**config.mk**
```make
export PLATFORM = sky130hd
export DESIGN_NAME = tx_dma_regs
export DESIGN_NICKNAME = d
export VERILOG_FILES = /design/src/rtl/txdr_pkg.sv /design/src/rtl/txdr_decode.sv /design/src/rtl/txdr_ctrl.sv /design/src/rtl/txdr_count.sv /design/src/rtl/txdr_flag.sv /design/src/rtl/tx_dma_regs.sv
export SDC_FILE = /design/constraint.sdc
export NUM_CORES = 1
export LEC_CHECK = 0
export BUFFER_PORTS_ARGS = -buffer_cell sky130_fd_sc_hd__buf_4
export CORE_MARGIN = 3
export CORE_UTILIZATION = 40
export CTS_CLUSTER_SIZE = 12
export DETAILED_ROUTE_END_ITERATION = 16
export HOLD_SLACK_MARGIN = 0.05
export PLACE_DENSITY_LB_ADDON = 0.25
export SYNTH_ARGS = -nofsm -noshare
export SYNTH_HDL_FRONTEND = slang
export SYNTH_SLANG_ARGS = --single-unit
```
**constraint.sdc**
```tcl
create_clock -name clk -period 5.2 [get_ports clk]
set_clock_uncertainty 0.2 [all_clocks]
set_input_delay 1.04 -clock clk [delete_from_list [all_inputs] [get_ports clk]]
set_output_delay 1.04 -clock clk [all_outputs]
set_load 0.05 [all_outputs]
```
**src/rtl/txdr_pkg.sv**
```systemverilog
package txdr_pkg;
   typedef enum logic [1:0] {
      RSEL_CTRL = 2'd0,
      RSEL_DESC = 2'd1,
      RSEL_STAT = 2'd2,
      RSEL_NONE = 2'd3
   } txdr_rsel_e;

   localparam int unsigned STAT_SENT_BIT = 0;
   localparam int unsigned STAT_UR_BIT   = 1;
   localparam int unsigned STAT_BE_BIT   = 3;
   localparam int unsigned STAT_CNT_LSB  = 16;
   localparam int unsigned CTRL_EN_BIT   = 0;
   localparam int unsigned NUM_FLAGS     = 2;
endpackage

```
**src/rtl/txdr_decode.sv**
```systemverilog
module txdr_decode #(
   parameter int unsigned ADDR_W = 4,
   parameter logic [ADDR_W-1:0] CTRL_OFS = 'h0,
   parameter logic [ADDR_W-1:0] DESC_OFS = 'h4,
   parameter logic [ADDR_W-1:0] STAT_OFS = 'h8
) (
   input  logic              sel_i,
   input  logic              wr_i,
   input  logic [ADDR_W-1:0] addr_i,
   output logic              wr_ctrl_o,
   output logic              wr_desc_o,
   output logic              wr_stat_o,
   output txdr_pkg::txdr_rsel_e rsel_o
);
   import txdr_pkg::*;

   logic hit_ctrl, hit_desc, hit_stat, wr_en;

   assign hit_ctrl = (addr_i == CTRL_OFS);
   assign hit_desc = (addr_i == DESC_OFS);
   assign hit_stat = (addr_i == STAT_OFS);
   assign wr_en    = sel_i & wr_i;

   assign wr_ctrl_o = wr_en & hit_ctrl;
   assign wr_desc_o = wr_en & hit_desc;
   assign wr_stat_o = wr_en & hit_stat;

   always_comb begin
      if (hit_ctrl)      rsel_o = RSEL_CTRL;
      else if (hit_desc) rsel_o = RSEL_DESC;
      else if (hit_stat) rsel_o = RSEL_STAT;
      else               rsel_o = RSEL_NONE;
   end

   always_comb begin
      assert ($onehot0({wr_ctrl_o, wr_desc_o, wr_stat_o}))
         else $error("assert_one_write_target_R11 failed");
   end
endmodule

```
**src/rtl/txdr_ctrl.sv**
```systemverilog
module txdr_ctrl #(
   parameter int unsigned DATA_W     = 32,
   parameter int unsigned ALIGN_BITS = 2
) (
   input  logic                     clk,
   input  logic                     rst_n,
   input  logic                     wr_en_i,
   input  logic                     en_wdata_i,
   input  logic                     err_i,
   input  logic                     wr_ptr_i,
   input  logic [DATA_W-1:ALIGN_BITS] ptr_wdata_i,
   output logic                     en_o,
   output logic [DATA_W-1:0]        ptr_o
);
   logic                       en_q;
   logic [DATA_W-1:ALIGN_BITS] ptr_q;

   always_ff @(posedge clk or negedge rst_n) begin
      if (!rst_n)        en_q <= 1'b0;
      else if (err_i)    en_q <= 1'b0;
      else if (wr_en_i)  en_q <= en_wdata_i;
   end

   always_ff @(posedge clk or negedge rst_n) begin
      if (!rst_n)        ptr_q <= '0;
      else if (wr_ptr_i) ptr_q <= ptr_wdata_i;
   end

   assign en_o  = en_q;
   assign ptr_o = {ptr_q, {ALIGN_BITS{1'b0}}};

   assert_ptr_holds_R4: assert property (@(posedge clk) disable iff (!rst_n)
      !wr_ptr_i |=> $stable(ptr_o));
   assert_enable_needs_write_R2: assert property (@(posedge clk) disable iff (!rst_n)
      (!en_o && !wr_en_i) |=> !en_o);
endmodule

```
**src/rtl/txdr_count.sv**
```systemverilog
module txdr_count #(
   parameter int unsigned CNT_W = 8
) (
   input  logic             clk,
   input  logic             rst_n,
   input  logic             inc_i,
   input  logic             dec_i,
   output logic [CNT_W-1:0] cnt_o,
   output logic             nz_o
);
   localparam logic [CNT_W-1:0] CNT_MAX = {CNT_W{1'b1}};
   localparam logic [CNT_W-1:0] CNT_ONE = {{(CNT_W-1){1'b0}}, 1'b1};

   logic [CNT_W-1:0] cnt_q;
   logic             at_max, at_zero;

   assign at_max  = (cnt_q == CNT_MAX);
   assign at_zero = (cnt_q == '0);

   always_ff @(posedge clk or negedge rst_n) begin
      if (!rst_n)                           cnt_q <= '0;
      else if (inc_i && !dec_i && !at_max)  cnt_q <= cnt_q + CNT_ONE;
      else if (dec_i && !inc_i && !at_zero) cnt_q <= cnt_q - CNT_ONE;
   end

   assign cnt_o = cnt_q;
   assign nz_o  = !at_zero;

   assert_no_overflow_R7: assert property (@(posedge clk) disable iff (!rst_n)
      (cnt_o == CNT_MAX && inc_i && !dec_i) |=> (cnt_o == CNT_MAX));
   assert_no_underflow_R7: assert property (@(posedge clk) disable iff (!rst_n)
      (cnt_o == '0 && dec_i && !inc_i) |=> (cnt_o == '0));
   assert_inc_dec_cancel_R6: assert property (@(posedge clk) disable iff (!rst_n)
      (inc_i && dec_i) |=> $stable(cnt_o));
   assert_idle_holds_R6: assert property (@(posedge clk) disable iff (!rst_n)
      (!inc_i && !dec_i) |=> $stable(cnt_o));
endmodule

```
**src/rtl/txdr_flag.sv**
```systemverilog
module txdr_flag (
   input  logic clk,
   input  logic rst_n,
   input  logic set_i,
   input  logic clr_i,
   output logic q_o
);
   logic q;

   always_ff @(posedge clk or negedge rst_n) begin
      if (!rst_n)     q <= 1'b0;
      else if (set_i) q <= 1'b1;
      else if (clr_i) q <= 1'b0;
   end

   assign q_o = q;

   assert_set_wins_R10: assert property (@(posedge clk) disable iff (!rst_n)
      set_i |=> q_o);
   assert_flag_sticky_R10: assert property (@(posedge clk) disable iff (!rst_n)
      (q_o && !clr_i) |=> q_o);
   assert_flag_needs_event_R9: assert property (@(posedge clk) disable iff (!rst_n)
      (!q_o && !set_i) |=> !q_o);
endmodule

```
**src/rtl/tx_dma_regs.sv**
```systemverilog
module tx_dma_regs #(
   parameter int unsigned ADDR_W     = 4,
   parameter int unsigned DATA_W     = 32,
   parameter int unsigned CNT_W      = 8,
   parameter int unsigned ALIGN_BITS = 2
) (
   input  logic              clk,
   input  logic              rst_n,
   input  logic              bus_sel,
   input  logic              bus_wr,
   input  logic [ADDR_W-1:0] bus_addr,
   input  logic [DATA_W-1:0] bus_wdata,
   output logic [DATA_W-1:0] bus_rdata,
   input  logic              ev_pkt_done,
   input  logic              ev_desc_empty,
   input  logic              ev_bus_err,
   output logic              tx_enable,
   output logic [DATA_W-1:0] tx_desc_ptr
);
   import txdr_pkg::*;

   localparam logic [ADDR_W-1:0] OFS_CTRL = ADDR_W'(0);
   localparam logic [ADDR_W-1:0] OFS_DESC = ADDR_W'(4);
   localparam logic [ADDR_W-1:0] OFS_STAT = ADDR_W'(8);
   localparam int unsigned CNT_PAD = DATA_W - STAT_CNT_LSB - CNT_W;

   generate
      if (CNT_W < 1 || CNT_W > 8) begin : g_bad_cnt
         $error("tx_dma_regs: CNT_W must be 1..8");
      end
      if (DATA_W < STAT_CNT_LSB + CNT_W) begin : g_bad_data
         $error("tx_dma_regs: DATA_W too small for status layout");
      end
      if (ALIGN_BITS < 1 || ALIGN_BITS > STAT_BE_BIT) begin : g_bad_align
         $error("tx_dma_regs: ALIGN_BITS out of range");
      end
      if (ADDR_W < 4) begin : g_bad_addr
         $error("tx_dma_regs: ADDR_W must hold offset 0x8");
      end
   endgenerate

   logic       wr_ctrl, wr_desc, wr_stat, err_ev;
   txdr_rsel_e rsel;
   logic [CNT_W-1:0] pkt_cnt;
   logic             pkt_nz;
   logic [NUM_FLAGS-1:0] flag_set, flag_clr, flag_q;

   localparam int unsigned FLAG_POS [NUM_FLAGS] = '{STAT_UR_BIT, STAT_BE_BIT};

   txdr_decode #(
      .ADDR_W(ADDR_W), .CTRL_OFS(OFS_CTRL), .DESC_OFS(OFS_DESC), .STAT_OFS(OFS_STAT)
   ) u_decode (
      .sel_i(bus_sel), .wr_i(bus_wr), .addr_i(bus_addr),
      .wr_ctrl_o(wr_ctrl), .wr_desc_o(wr_desc), .wr_stat_o(wr_stat), .rsel_o(rsel)
   );

   assign err_ev = ev_desc_empty | ev_bus_err;

   txdr_ctrl #(.DATA_W(DATA_W), .ALIGN_BITS(ALIGN_BITS)) u_ctrl (
      .clk(clk), .rst_n(rst_n),
      .wr_en_i(wr_ctrl), .en_wdata_i(bus_wdata[CTRL_EN_BIT]), .err_i(err_ev),
      .wr_ptr_i(wr_desc), .ptr_wdata_i(bus_wdata[DATA_W-1:ALIGN_BITS]),
      .en_o(tx_enable), .ptr_o(tx_desc_ptr)
   );

   txdr_count #(.CNT_W(CNT_W)) u_count (
      .clk(clk), .rst_n(rst_n),
      .inc_i(ev_pkt_done), .dec_i(wr_stat & bus_wdata[STAT_SENT_BIT]),
      .cnt_o(pkt_cnt), .nz_o(pkt_nz)
   );

   assign flag_set = {ev_bus_err, ev_desc_empty};

   for (genvar gi = 0; gi < NUM_FLAGS; gi++) begin : g_flag
      assign flag_clr[gi] = wr_stat & bus_wdata[FLAG_POS[gi]];
      txdr_flag u_flag (
         .clk(clk), .rst_n(rst_n),
         .set_i(flag_set[gi]), .clr_i(flag_clr[gi]), .q_o(flag_q[gi])
      );
   end

   logic [DATA_W-1:0] stat_word;
   always_comb begin
      stat_word = '0;
      stat_word[STAT_CNT_LSB +: CNT_W] = pkt_cnt;
      stat_word[STAT_SENT_BIT] = pkt_nz;
      for (int i = 0; i < int'(NUM_FLAGS); i++) stat_word[FLAG_POS[i]] = flag_q[i];
   end

   always_comb begin
      unique case (rsel)
         RSEL_CTRL: bus_rdata = {{(DATA_W-1){1'b0}}, tx_enable};
         RSEL_DESC: bus_rdata = tx_desc_ptr;
         RSEL_STAT: bus_rdata = stat_word;
         default:   bus_rdata = '0;
      endcase
   end

   assert_err_disables_R3: assert property (@(posedge clk) disable iff (!rst_n)
      err_ev |=> !tx_enable);
   assert_ptr_aligned_R4: assert property (@(posedge clk) disable iff (!rst_n)
      tx_desc_ptr[ALIGN_BITS-1:0] == '0);
   assert_pad_unused_R5: assert property (@(posedge clk) disable iff (!rst_n)
      CNT_PAD < DATA_W |-> (rsel != RSEL_STAT || bus_rdata[2] == 1'b0));
endmodule

```
# [Word level (Yosys, flattened, before mapping)]
# Index checks and enable logic that the tools add are counted.
# Widths: inputs -> output; s select.
[word_totals] elab_cells=47 inputBits=43 out_inout_bits=65 reg_bits=41
[classes] n_addsub=2 eq_ne=5 n_mux=12 reduce_logical=15 bitwise_logic=8
[op_table] op="$pmux 32 s3" n=1
[op_table] op="$mux 8" n=2
[op_table] op="$add 8x1->8 const B" n=1
[op_table] op="$eq 8x8->1 const B" n=1
[op_table] op="$logic_not 8->1" n=1
[op_table] op="$reduce_bool 2->1" n=4
[op_table] op="$sub 8x1->8 const B" n=1
[op_table] op="$and 1x1->1" n=7
[op_table] op="$mux 1" n=7
[op_table] op="$eq 4x3->1 const B" n=1
[op_table] op="$eq 4x4->1 const B" n=1
[op_table] op="$logic_and 1x1->1" n=4
[op_table] op="$logic_not 1->1" n=4
[op_table] op="$logic_not 4->1" n=1
[op_table] op="$mux 2" n=2
[op_table] op="$eq 2x1->1 const B" n=1
[op_table] op="$eq 2x2->1 const B" n=1
[op_table] op="$logic_not 2->1" n=1
[op_table] op="$or 1x1->1" n=1

# [Depth between registers and ports, before layout]
[depth] word_depth=7 mapped_depth=9 depth_no_buf=9

# [Modules after synthesis]
# From an unflattened synthesis, not the netlist that was laid out.
[hier_totals] cells_unflattened=196 area_unflattened_um2=2443.6
[by_module_without_submodules] mod="txdr_ctrl" n_inst=1 cells_per_inst=69 seq_area_each_um2=775.7 area_each_um2=1292.5
[by_module_without_submodules] mod="txdr_count" n_inst=1 cells_per_inst=70 seq_area_each_um2=200.2 area_each_um2=723.2
[by_module_without_submodules] mod="tx_dma_regs" n_inst=1 cells_per_inst=43 seq_area_each_um2=0.0 area_each_um2=300.3
[by_module_without_submodules] mod="txdr_flag" n_inst=2 cells_per_inst=3 seq_area_each_um2=25.0 area_each_um2=36.3
[by_module_without_submodules] mod="txdr_decode" n_inst=1 cells_per_inst=8 seq_area_each_um2=0.0 area_each_um2=55.1

# [Least setup slack after synthesis]
# No wires, ideal clock.
[synth_timing] path_kind="input to output" start="input port bus_addr[1]" end="output port bus_rdata[0]" path_stages=2 t_arrival_ns=2.589 path_buffers=0 required_time_ns=3.960 setup_slack_ns=1.371 cell_sequence="or3_1 -> a211oi_1"
[synth_between] elab_chain_len=6 word_cells_on_any_way=10 cone_classes="eq/ne (4); mux (4); reduce/logical (2)"
[synth_lines] item="from (decl)" line_no="tx_dma_regs.sv:11" rtl="input logic [ADDR_W-1:0] bus_addr,"
[synth_lines] item="$eq 4x4->1" line_no="txdr_decode.sv:21" rtl="assign hit_stat = (addr_i == STAT_OFS);"
[synth_lines] item="$mux 1" line_no="txdr_decode.sv:31" rtl="else if (hit_stat) rsel_o = RSEL_STAT;"
[synth_lines] item="$mux 2" line_no="txdr_decode.sv:30" rtl="else if (hit_desc) rsel_o = RSEL_DESC;"
[synth_lines] item="$mux 2 (*)" line_no="txdr_decode.sv:29" rtl="if (hit_ctrl) rsel_o = RSEL_CTRL;"
[synth_lines] item="$eq 2x2->1, or another cell as far along" line_no="tx_dma_regs.sv:91" rtl="unique case (rsel)"
[synth_lines] item="$pmux 32 s3 (*)" line_no="tx_dma_regs.sv:91"
[synth_lines] item="to (decl)" line_no="tx_dma_regs.sv:13" rtl="output logic [DATA_W-1:0] bus_rdata,"
# Mark *: on every way between the ends. The rest lies on a longest branch, timed or not.

# [Worst setup path after layout]
[layout_timing] start="input port bus_addr[1]" end="register u_count.cnt_q[5] (netlist: u_count.cnt_o[5])"
[layout_between] elab_chain_len=7 word_cells_on_any_way=10 cone_classes="eq/ne (1); mux (1); bitwise (2); reduce/logical (6)"
[layout_lines] item="$eq 4x4->1 (*)" line_no="txdr_decode.sv:21"
[layout_lines] item="$and 1x1->1 (*)" line_no="txdr_decode.sv:26" rtl="assign wr_stat_o = wr_en & hit_stat;"
[layout_lines] item="$and 1x1->1 (*)" line_no="tx_dma_regs.sv:68" rtl=".inc_i(ev_pkt_done), .dec_i(wr_stat & bus_wdata[STAT_SENT_BIT]),"
[layout_lines] item="$logic_not 1->1" line_no="txdr_count.sv:22" rtl="else if (inc_i && !dec_i && !at_max) cnt_q <= cnt_q + CNT_ONE;"
[layout_lines] item="$logic_and 1x1->1 (2 in a row)" line_no="txdr_count.sv:22"
[layout_lines] item="$mux 8 or $reduce_bool 2->1 (tied branches)"
[layout_lines] item="to (signal assigned)" line_no="txdr_count.sv:22"
[layout_lines] item="to (signal assigned)" line_no="txdr_count.sv:23" rtl="else if (dec_i && !inc_i && !at_zero) cnt_q <= cnt_q - CNT_ONE;"
[layout_lines] item="to (decl)" line_no="txdr_count.sv:14" rtl="logic [CNT_W-1:0] cnt_q;"
# Marks and branches as above.
# A chain may end at the register's enable or synchronous reset.

==> flow_metrics.env <==
export IMPL_status="completed"
export IMPL_hold_path_class="reg -> reg"
export IMPL_coreArea_mm2=0.00517
export IMPL_cp_required_ns=5.18
export IMPL_p_per_area_mw_per_mm2=431
export IMPL_vias_per_cell=4.93
export IMPL_cts_inserted_buffers=5
export IMPL_hold_buffers=0
export IMPL_antenna_left=0
export IMPL_cp_start_kind="input port"
export IMPL_cts_sinks=41
export IMPL_routed_via_count=1717
export IMPL_synth_area_mm2=0.00215
export IMPL_crit_reg2reg_launch="u_count.cnt_o[1]"
export IMPL_regArea_mm2=0.00103
export IMPL_cts_setup_buffers=0
export IMPL_grt_pass1_vias=1844
export IMPL_synthCells=172
export IMPL_n_antenna_cell=0
export IMPL_rows=26
export IMPL_nets=328
export IMPL_synth_top_area_share_pct=47.6
export IMPL_hold_ws_ns=0.283
export IMPL_multiInputGateArea_mm2=0.00108
export IMPL_finalMaxSlewViolations=0
export IMPL_cts_resized_gates=0
export IMPL_wl_per_cell_um=15.2
export IMPL_hold_end="g_flag[0].u_flag.q_o"
export IMPL_post_route_min_period_ns=3.84
export IMPL_wl_um=5290
export IMPL_grt_usage_pct=17.8
export IMPL_clk_pin_slew_worst_paths_ns=0.08
export IMPL_rr_endpoint="u_count.cnt_o[5]"
export IMPL_cpPeakStageDelay_ns=0.66
export IMPL_setup_viol=0
export IMPL_crit_buf_inv=1
export IMPL_r2r_setup_slack_ns=2.20
export IMPL_cp_top_family="compound AO/OA/AOI/OAI gates"
export IMPL_grt_pass1_wl_um=8830
export IMPL_finalCritPeriodShare_pct=73.8
export IMPL_final_common_cell="buf_4"
export IMPL_ys_seq_area_share_pct=47.6
export IMPL_leakagePower_uw=0.00155
export IMPL_final_cell_mix="buf_4 (107), dfrtp_1 (41), mux2_2 (30), and2_1 (22), a22o_1 (9)"
export IMPL_dieArea_mm2=0.00630
export IMPL_antenna_found_initial=0
export IMPL_finalSetupTns_ns=0
export IMPL_initial_core_util_pct=41.6
export IMPL_clock_latency_ns=0.29
export IMPL_reg2reg_depth=8
export IMPL_first_pass_iters=4
export IMPL_synth_edf_count=0
export IMPL_num_io_pins=108
export IMPL_synth_avg_cell_area_um2=12.5
export IMPL_drt_iter0_drc=56
export IMPL_cts_tree="done"
export IMPL_path_class="in -> reg"
export IMPL_grt_max_degree=42
export IMPL_slew_limit_headroom_pct=41.5
export IMPL_ys_top_cells_by_area="dfrtp_1 (48%), mux2_2 (16%), and2_1 (6.4%)"
export IMPL_yosys_warnings=0
export IMPL_fillers=446
export IMPL_yosys_area_top_type="dfrtp_1"
export IMPL_die_y_um=79.4
export IMPL_cp_cell_sequence="buf_4 > nor4b_4 > nand4_1 > o211ai_1 > ha_1 > a21o_1 > a21oi_1 > o21ai_0 > xor2_1 > mux2_4"
export IMPL_hp_start="g_flag[0].u_flag.q_o"
export IMPL_grt_overflow_total=0
export IMPL_ys_async_sr_fraction_pct=100
export IMPL_area_delta_synth_final_pct=44.2
export IMPL_cap_violations=0
export IMPL_dp_hpwl_um=3960
export IMPL_cts_buffer_depth=2
export IMPL_synth_flop_cell="dfrtp_1"
export IMPL_die_w_um=79.4
export IMPL_htreeDepth=2
export IMPL_crit_path_max_fanout=13
export IMPL_hold_path_depth=1
export IMPL_synth_seq_cells=41
export IMPL_drive_gt1_share_pct=55.4
export IMPL_portBuffers=105
export IMPL_drc_errors=0
export IMPL_instances_no_fill=348
export IMPL_root_buffer="clkbuf_8"
export IMPL_final_hold_viol_count=0
export IMPL_fmax_ghz=0.261
export IMPL_worst_ep_arrival_time_ns=3.82
export IMPL_place_congestion=0.832
export IMPL_critPathSlowestCell="nor4b_4"
export IMPL_worst_pin_slew_ns=0.873
export IMPL_endpoint_kind="flip-flop"
export IMPL_synth_distinct_cells=33
export IMPL_rsz0062_at_grt="no"
export IMPL_ir_drop_mv=0.192
export IMPL_dp_cells=341
==> metal layers <==
layer	global-route usage, %	vias to the layer above	wire, um
li1	-	824	-
met1	23.3	832	2290
met2	30.1	54	2650
met3	3.50	7	284
met4	5.15	0	60
met5	0	-	0
==> final cells by class <==
type / instances / area share, %
clock inverters: 2 / 1.13
inverters: 1 / 0.121
flip-flops and latches: 41 / 33.0
well taps: 70 / 2.82
multi-input cells: 122 / 34.8
clock buffers: 5 / 2.22
repair buffers: 107 / 25.9
==> registers in the layout, indices dropped and copies added, names as in the netlist <==
name and count:
u_ctrl.ptr_q 30, u_count.cnt_o 8, g_flag.u_flag.q_o 2, u_ctrl.en_o 1
==> cell usage after synthesis (4+ instances only) <==
library cell and number:
buf_4 5, nand4_1 5, xor2_1 4, clkbuf_1 4, and2_1 22, dfrtp_1 41
ha_1 6, a21oi_1 5, mux2_4 6, mux2_2 30, nand2_1 4, a22o_1 9
==> cell families after synthesis <==
group | count (synthesis) | share of synthesized area [%]
other cells | 1 | 0.174
flops | 41 | 47.6
mux | 38 | 20.8
xor+xnor | 7 | 2.85
fa+ha+maj | 7 | 4.42
compound gates | 23 | 7.84
buf+inv | 10 | 2.61
simple gates | 45 | 13.7
==> where the power goes <==
| group | internal [uW] | leakage [uW] | switching (uW) |
|---|---|---|---|
| Clock | 140 | 0.0000540 | 108 |
| Sequential | 399 | 0.000509 | 86.6 |
| Combinational | 263 | 0.000984 | 342 |
| Total | 802 | 0.00155 | 536 |
==> through the flow <==
step | power [uW] | util, % | instance area (um^2) | setup WS, ns
floorplan | 921 | - | 2160 | 1.37
global placement | 1090 | 58.0 | 3000 | 1.11
detailed placement | 1100 | 58.0 | 3000 | 1.00
CTS | 1350 | 60.0 | 3110 | 1.34
global route | 1420 | 60.0 | 3110 | 1.06
finish | 1340 | 60.0 | 3110 | 1.36
==> worst max-delay path by stage <==
stage           startpoint                to  cells after the start
6_report       bus_addr[1]  u_count.cnt_o[5]                     10
3_3_place_gp   bus_addr[1]  u_count.cnt_o[5]                     10
4_1_cts        bus_addr[1]  u_count.cnt_o[5]                     10
2_1_floorplan  bus_addr[1]      bus_rdata[0]                      2
3_5_place_dp   bus_addr[1]  u_count.cnt_o[5]                     10
5_1_grt        bus_addr[1]  u_count.cnt_o[5]                     10
No activity file was read; power rests on OpenSTA's default activity.
